[src/rtl/rfr_pkg.sv]
`timescale 1ns/1ps
package rfr_pkg;

    localparam int DEF_NUM_RES = 4;
    localparam int DEF_ROWS    = 8192;
    localparam int DEF_LIM_BL4 = 60;
    localparam int DEF_LIM_BL8 = 39;

    typedef enum logic {
        BURST_4 = 1'b0,
        BURST_8 = 1'b1
    } burst_mode_e;

    // What one lane sees of the current slot
    typedef struct packed {
        logic hit;
        logic blocked;
    } slot_view_t;

    function automatic int interval_of(burst_mode_e m, int l4, int l8);
        return (m == BURST_8) ? l8 : l4;
    endfunction

endpackage

[src/rtl/rfr_ticker.sv]
`timescale 1ns/1ps
module rfr_ticker
    import rfr_pkg::*;
#(
    parameter int LIM4 = DEF_LIM_BL4,
    parameter int LIM8 = DEF_LIM_BL8
) (
    input  logic        clk,
    input  logic        rst,
    input  logic        step,
    input  burst_mode_e mode,
    output logic        due
);
    localparam int LIM_MAX = (LIM4 > LIM8) ? LIM4 : LIM8;
    localparam int CNT_W   = (LIM_MAX > 2) ? $clog2(LIM_MAX) : 1;

    logic [CNT_W-1:0] cnt_q;
    logic [CNT_W-1:0] last;

    assign last = CNT_W'(interval_of(mode, LIM4, LIM8) - 1);
    // >= keeps a mode change mid-period from overrunning
    assign due  = step && (cnt_q >= last);

    always_ff @(posedge clk) begin
        if (rst) begin
            cnt_q <= '0;
        end else if (step) begin
            cnt_q <= due ? '0 : cnt_q + 1'b1;
        end
    end
endmodule

[src/rtl/rfr_rowptr.sv]
`timescale 1ns/1ps
module rfr_rowptr
    import rfr_pkg::*;
#(
    parameter int ROWS = DEF_ROWS,
    localparam int ROW_W = (ROWS > 1) ? $clog2(ROWS) : 1
) (
    input  logic             clk,
    input  logic             rst,
    input  logic             adv,
    output logic             bank,
    output logic [ROW_W-1:0] row
);
    always_ff @(posedge clk) begin
        if (rst) begin
            bank <= 1'b0;
            row  <= '0;
        end else if (adv) begin
            if (bank) begin
                bank <= 1'b0;
                row  <= (row == ROW_W'(ROWS - 1)) ? '0 : row + 1'b1;
            end else begin
                bank <= 1'b1;
            end
        end
    end
endmodule

[src/rtl/rfr_lane.sv]
`timescale 1ns/1ps
module rfr_lane
    import rfr_pkg::*;
#(
    parameter int ROWS = DEF_ROWS,
    parameter int LIM4 = DEF_LIM_BL4,
    parameter int LIM8 = DEF_LIM_BL8,
    localparam int ROW_W = (ROWS > 1) ? $clog2(ROWS) : 1
) (
    input  logic             clk,
    input  logic             rst,
    input  slot_view_t       view,
    input  burst_mode_e      mode,
    output logic             fire,
    output logic             bank,
    output logic [ROW_W-1:0] row
);
    logic due;
    logic owed_q;

    rfr_ticker #(.LIM4(LIM4), .LIM8(LIM8)) u_ticker (
        .clk  (clk),
        .rst  (rst),
        .step (view.hit),
        .mode (mode),
        .due  (due)
    );

    assign fire = view.hit && (owed_q || due) && !view.blocked;

    // Owed count saturates at one; a fresh due on a firing slot stays owed
    always_ff @(posedge clk) begin
        if (rst) begin
            owed_q <= 1'b0;
        end else if (view.hit) begin
            owed_q <= fire ? (owed_q && due) : (owed_q || due);
        end
    end

    rfr_rowptr #(.ROWS(ROWS)) u_rowptr (
        .clk  (clk),
        .rst  (rst),
        .adv  (fire),
        .bank (bank),
        .row  (row)
    );
endmodule

[src/rtl/refresh_sched.sv]
`timescale 1ns/1ps
module refresh_sched
    import rfr_pkg::*;
#(
    parameter int NUM_RES = DEF_NUM_RES,
    parameter int ROWS    = DEF_ROWS,
    parameter int LIM_BL4 = DEF_LIM_BL4,
    parameter int LIM_BL8 = DEF_LIM_BL8,
    localparam int RES_W  = (NUM_RES > 1) ? $clog2(NUM_RES) : 1,
    localparam int ROW_W  = (ROWS > 1) ? $clog2(ROWS) : 1
) (
    input  logic               clk,
    input  logic               rst,
    input  logic               slot_go,
    input  logic [RES_W-1:0]   slot_res,
    input  logic [NUM_RES-1:0] req_pending,
    input  logic [NUM_RES-1:0] xfer_active,
    input  logic               burst_mode,
    output logic               ref_valid,
    output logic [RES_W-1:0]   ref_res,
    output logic               ref_bank,
    output logic [ROW_W-1:0]   ref_row
);
    burst_mode_e        mode;
    logic [NUM_RES-1:0] lane_fire;
    logic [NUM_RES-1:0] lane_bank;
    logic [ROW_W-1:0]   lane_row [NUM_RES];

    assign mode = burst_mode_e'(burst_mode);

    for (genvar g = 0; g < NUM_RES; g++) begin : g_lane
        slot_view_t view;
        assign view.hit     = slot_go && (slot_res == RES_W'(g));
        assign view.blocked = req_pending[g] || xfer_active[g];

        rfr_lane #(.ROWS(ROWS), .LIM4(LIM_BL4), .LIM8(LIM_BL8)) u_lane (
            .clk  (clk),
            .rst  (rst),
            .view (view),
            .mode (mode),
            .fire (lane_fire[g]),
            .bank (lane_bank[g]),
            .row  (lane_row[g])
        );
    end

    // Pointer values are captured before the lane advances them
    always_ff @(posedge clk) begin
        if (rst) begin
            ref_valid <= 1'b0;
            ref_res   <= '0;
            ref_bank  <= 1'b0;
            ref_row   <= '0;
        end else begin
            ref_valid <= |lane_fire;
            if (|lane_fire) begin
                ref_res  <= slot_res;
                ref_bank <= lane_bank[slot_res];
                ref_row  <= lane_row[slot_res];
            end
        end
    end
endmodule

[config.mk]
export PLATFORM = sky130hd
export DESIGN_NAME = refresh_sched
export DESIGN_NICKNAME = d
export VERILOG_FILES = /design/src/rtl/rfr_pkg.sv /design/src/rtl/rfr_ticker.sv /design/src/rtl/rfr_rowptr.sv /design/src/rtl/rfr_lane.sv /design/src/rtl/refresh_sched.sv
export SDC_FILE = /design/constraint.sdc
export NUM_CORES = 1
export LEC_CHECK = 0
export BUFFER_PORTS_ARGS = -buffer_cell sky130_fd_sc_hd__buf_2
export CAP_MARGIN = 25
export CELL_PAD_IN_SITES_DETAIL_PLACEMENT = 0
export CELL_PAD_IN_SITES_GLOBAL_PLACEMENT = 2
export CORE_MARGIN = 2
export CORE_UTILIZATION = 42
export DETAILED_ROUTE_END_ITERATION = 8
export PLACE_DENSITY_LB_ADDON = 0.12
export SYNTH_ARGS = -nofsm -noshare
export SYNTH_HDL_FRONTEND = slang
export SYNTH_SLANG_ARGS = --single-unit
[constraint.sdc]
create_clock -name clk -period 3.9 [get_ports clk]
set_input_delay 0.195 -clock clk [delete_from_list [all_inputs] [get_ports clk]]
set_output_delay 0.195 -clock clk [all_outputs]
set_load 0.02 [all_outputs]
==> metrics.log <==
[metrics] result of the run: finished, final reports clean
[metrics] cell area after placement: between 5000 and 6000 um^2
[metrics] CTS H-tree depth: 3
[metrics] leakage: roughly 2.3 nW
[metrics] CTS-repair resized insts: 0
[metrics] sum of routed wire length over all layers: about 14 mm
[metrics] vias in the first global route: approximately 4,300
[metrics] layout cell share with drive strength beyond 1: between 10% and 20%
[metrics] crit end category: flip-flop
[metrics] number of max-cap violations: 0
[metrics] count of buffer and inverter cells on the critical path: 0
[metrics] critical-path cell list: ha_1, a41oi_2, o32ai_2, o211ai_1, or4_1, a21oi_1
[metrics] worst-case setup slack after placement: 941 ps
[metrics] Top Ports: 31
[metrics] number of cells traversed by the worst hold path: 3
[metrics] detailed route wirelength on metal3: around 420 um
[metrics] Worst R2R End: g_lane[3].u_lane.u_rowptr.row[6]
[metrics] HPWL after detailed placement: between 10 and 15 mm
[metrics] power per cell area: between 300 and 400 nW/um^2
[metrics] Top Family by Delay on Critical Path: compound AO/OA/AOI/OAI gates
[metrics] number of placement rows: 42
[metrics] count of input and output buffers: 30
[metrics] Fin. Hold Viols: 0
[metrics] cell chosen for the clock root: clkbuf_16
[metrics] worst reg2reg path depth: 6
[metrics] Post-CTS Repair Setup Buffers: 0
[metrics] hold crit path type: input port to flip-flop
[metrics] placeable core region: ~13,000 um^2
[metrics] GRT Util Overall: 20.7%
[metrics] Period minus WS final: approximately 2600 ps
[metrics] number of detailed-routing iterations run before antenna repair: 4
[metrics] first-pass GRT wire length: about 23 mm
[metrics] r2r setup slk: between 1000 and 1500 ps
[metrics] width of the die: approximately 120 um
[metrics] area share of the largest cell type after synthesis: 36.3%
[metrics] cell accounting for the most synthesized area: dfxtp_1
[metrics] clock sink count: about 100
[metrics] post-route clock period utilization: 66.8%
[metrics] Rel. slew slack: approximately two fifths
[metrics] finished layout cell area: between 6000 and 7000 um^2
[metrics] total design power: roughly 2.1 mW
[metrics] largest stage delay on the critical path: about 600 ps
[metrics] Routed met1 length: between 7 and 8 mm
[metrics] most frequent cells in the layout: 101 x dfxtp_1, 75 x nand2_1, 58 x nor2_1, 30 x buf_2, 27 x nand3_1
[metrics] share of synthesized area occupied by flip-flops and latches: between 30% and 40%
[metrics] total number of vias: between 4,000 and 5,000
[metrics] most common library cell in the layout ignoring fill and taps: dfxtp_1
[metrics] Reg-to-Reg Start: g_lane[3].u_lane.u_ticker.cnt_q[3]
[metrics] clock latency reported for the late side of the worst-skew pair: approximately 360 ps
[metrics] number of antenna violations at the first check in global routing: 0
[metrics] starting DRC count in detailed routing: 268
[metrics] Post-layout nets: 666
[metrics] Worst Skew: between 8 and 9 ps
[metrics] Crit Path Category: flip-flop to flip-flop
[metrics] cell total after placement: between 700 and 800
[metrics] Num CTS Buffers: 9
[metrics] setup ws final: between 1000 and 1500 ps
[metrics] sum of negative setup slack: 0 ps
[metrics] detail-routed via count per cell: about 5.6
[metrics] max frequency: 0.384 GHz
[metrics] number of antenna-violating nets in the routed design: 0
[metrics] area grow syn2layout: 10.4%
[metrics] net count after synthesis: 646
[metrics] count of pins over their slew limit: 0
[metrics] maximum number of pins on one net before global-route repair: 43
[metrics] worst ir drop on vdd: 0.188 mV
[metrics] hold buffers post-CTS: 0
[metrics] number of buffers on the longest clock path: 2
[metrics] met2 routed wirelength: between 6 and 7 mm
[metrics] clock tree from TritonCTS: built
[metrics] number of instances in the synthesized netlist: 608
[metrics] largest fanout on the critical path: 13
[metrics] average size of a mapped cell: about 9 um^2
[metrics] CP Data Arrival Time: 2890 ps
[metrics] measured slew at the worst slew-check pin: roughly 900 ps
[metrics] Final setup violation count: 0
[metrics] residual overflow from global routing: 0
[metrics] worst hold endpoint: g_lane[0].u_lane.owed_q
[metrics] Seq cells post-synth: about 100
[metrics] worst-path cell with the longest stage delay: o32ai_2
[metrics] share of async-settable or async-resettable flops after synthesis: 0%
[metrics] Top Metal Used: met4
[metrics] number of distinct library cells after synthesis: 65
[metrics] height of the chip: about 120 um
[metrics] dominant synthesized flop cell: dfxtp_1
[metrics] total inserted antenna cells: 0
[metrics] Synth warnings: 0
[metrics] number of cells in the finished layout apart from fillers: around 800
[metrics] routability congestion estimate: ~0.78
[metrics] number of enable-type register cells in the synthesized netlist: 0
[metrics] Critical Path RT: 4180 ps
[metrics] Post-route DRC: 0
[metrics] Die Area: between 10,000 and 15,000 um^2
[metrics] setup repair after global routing missed its margin: no
[metrics] register clock-pin slew on the reported worst setup and hold paths: approximately 70 ps
[metrics] startpoint type of the worst setup path: flip-flop
[metrics] Initial Util: between 40% and 50%
[metrics] top cells by area, synth: dfxtp_1 36%, mux4_2 5.7%, ha_1 5.4%
[metrics] DR WL/cell: 17.4 um
[metrics] Syn Std Cell Area: 5570 um^2
[metrics] hold path startpoint: req_pending[0]
worst register-to-register path, cell delays in order, from the launching register on:
cell,delay (ps)
dfxtp_1,350
ha_1,320
a41oi_2,110
o32ai_2,600
o211ai_1,470
or4_1,530
a21oi_1,150
power breakdown:
group / leakage [nW] / internal [mW] / switching (mW)
combinational: 1.35 / 0.0333 / 0.0664
clock: 0.150 / 0.534 / 0.403
sequential: 0.814 / 1.03 / 0.00315
total: 2.31 / 1.60 / 0.472
state kept, by name (all words and copies together) (netlist names):
register and count:
ref_row 13, ref_valid 1, g_lane.u_lane.u_ticker.cnt_q 24, ref_bank 1, g_lane.u_lane.owed_q 4, g_lane.u_lane.u_rowptr.row 52, g_lane.u_lane.u_rowptr.bank 4, ref_res 2
through the flow:
step	utilization (%)	hold slack [ps]
2_1_floorplan	-	401
3_3_place_gp	44.7	447
3_5_place_dp	44.7	449
4_1_cts	47.0	147
5_1_grt	47.0	194
6_report	47.0	159
how the worst max path moves through the flow:
stage | startpoint | end | slack, ps | cells past startpoint
finish | g_lane[3].u_lane.u_ticker.cnt_q[3] | g_lane[3].u_lane.u_rowptr.row[6] | 1290 | 6
detailed placement | burst_mode | g_lane[3].u_lane.u_rowptr.row[6] | 940 | 8
global route | g_lane[3].u_lane.u_ticker.cnt_q[3] | g_lane[3].u_lane.u_rowptr.row[6] | 1000 | 6
floorplan | g_lane[3].u_lane.u_ticker.cnt_q[0] | ref_bank | 1650 | 8
CTS | g_lane[3].u_lane.u_ticker.cnt_q[3] | g_lane[3].u_lane.u_rowptr.row[6] | 1260 | 6
global placement | burst_mode | g_lane[3].u_lane.u_rowptr.row[6] | 1000 | 8
layer usage:
layer	vias to the layer above	track usage, %
met4	0	6.92
met3	12	2.59
met2	59	32.7
li1	2272	-
met1	2185	29.2
met5	-	0
cell families (layout without fill, tap and decap cells):
| logic type | count (synthesis) | in the layout | share of synthesized area, % |
|---|---|---|---|
| mux | 37 | 37 | 9.88 |
| xor+xnor | 38 | 38 | 5.97 |
| fa+ha+maj | 24 | 24 | 5.39 |
| simple gates | 242 | 242 | 21.7 |
| compound gates | 120 | 120 | 17.0 |
| buf+inv | 46 | 71 | 3.73 |
| flops | 101 | 101 | 36.3 |
synth_stat cells, types with 4 or more instances:
cell type / number
dfxtp_1: 101
nand2_1: 75
nor2_1: 58
nand3_1: 27
a21oi_1: 25
ha_1: 24
xnor2_1: 22
inv_1: 19
mux2i_1: 19
nand4_1: 19
clkbuf_1: 18
o21ai_0: 17
xor2_1: 16
and3_1: 14
mux4_2: 14
o22ai_1: 10
a22o_1: 9
nor2b_1: 9
and4_1: 7
a211oi_1: 6
nand2b_1: 6
a2111oi_1: 5
nor3_1: 5
a21oi_2: 4
a31o_2: 4
buf_2: 4
buf_6: 4
mux2_2: 4
o2111ai_1: 4
or2_2: 4
area by class of cell:
class / instances / area (um^2)
inverters: 20 / 75.1
repair buffers: 35 / 188
clock inverters: 3 / 43.8
flip-flops and latches: 101 / 2020
clock buffers: 13 / 260
multi-input cells: 461 / 3340
well taps: 176 / 220
fillers: 1286 / 6930
Power figures use the tool's default switching activity.
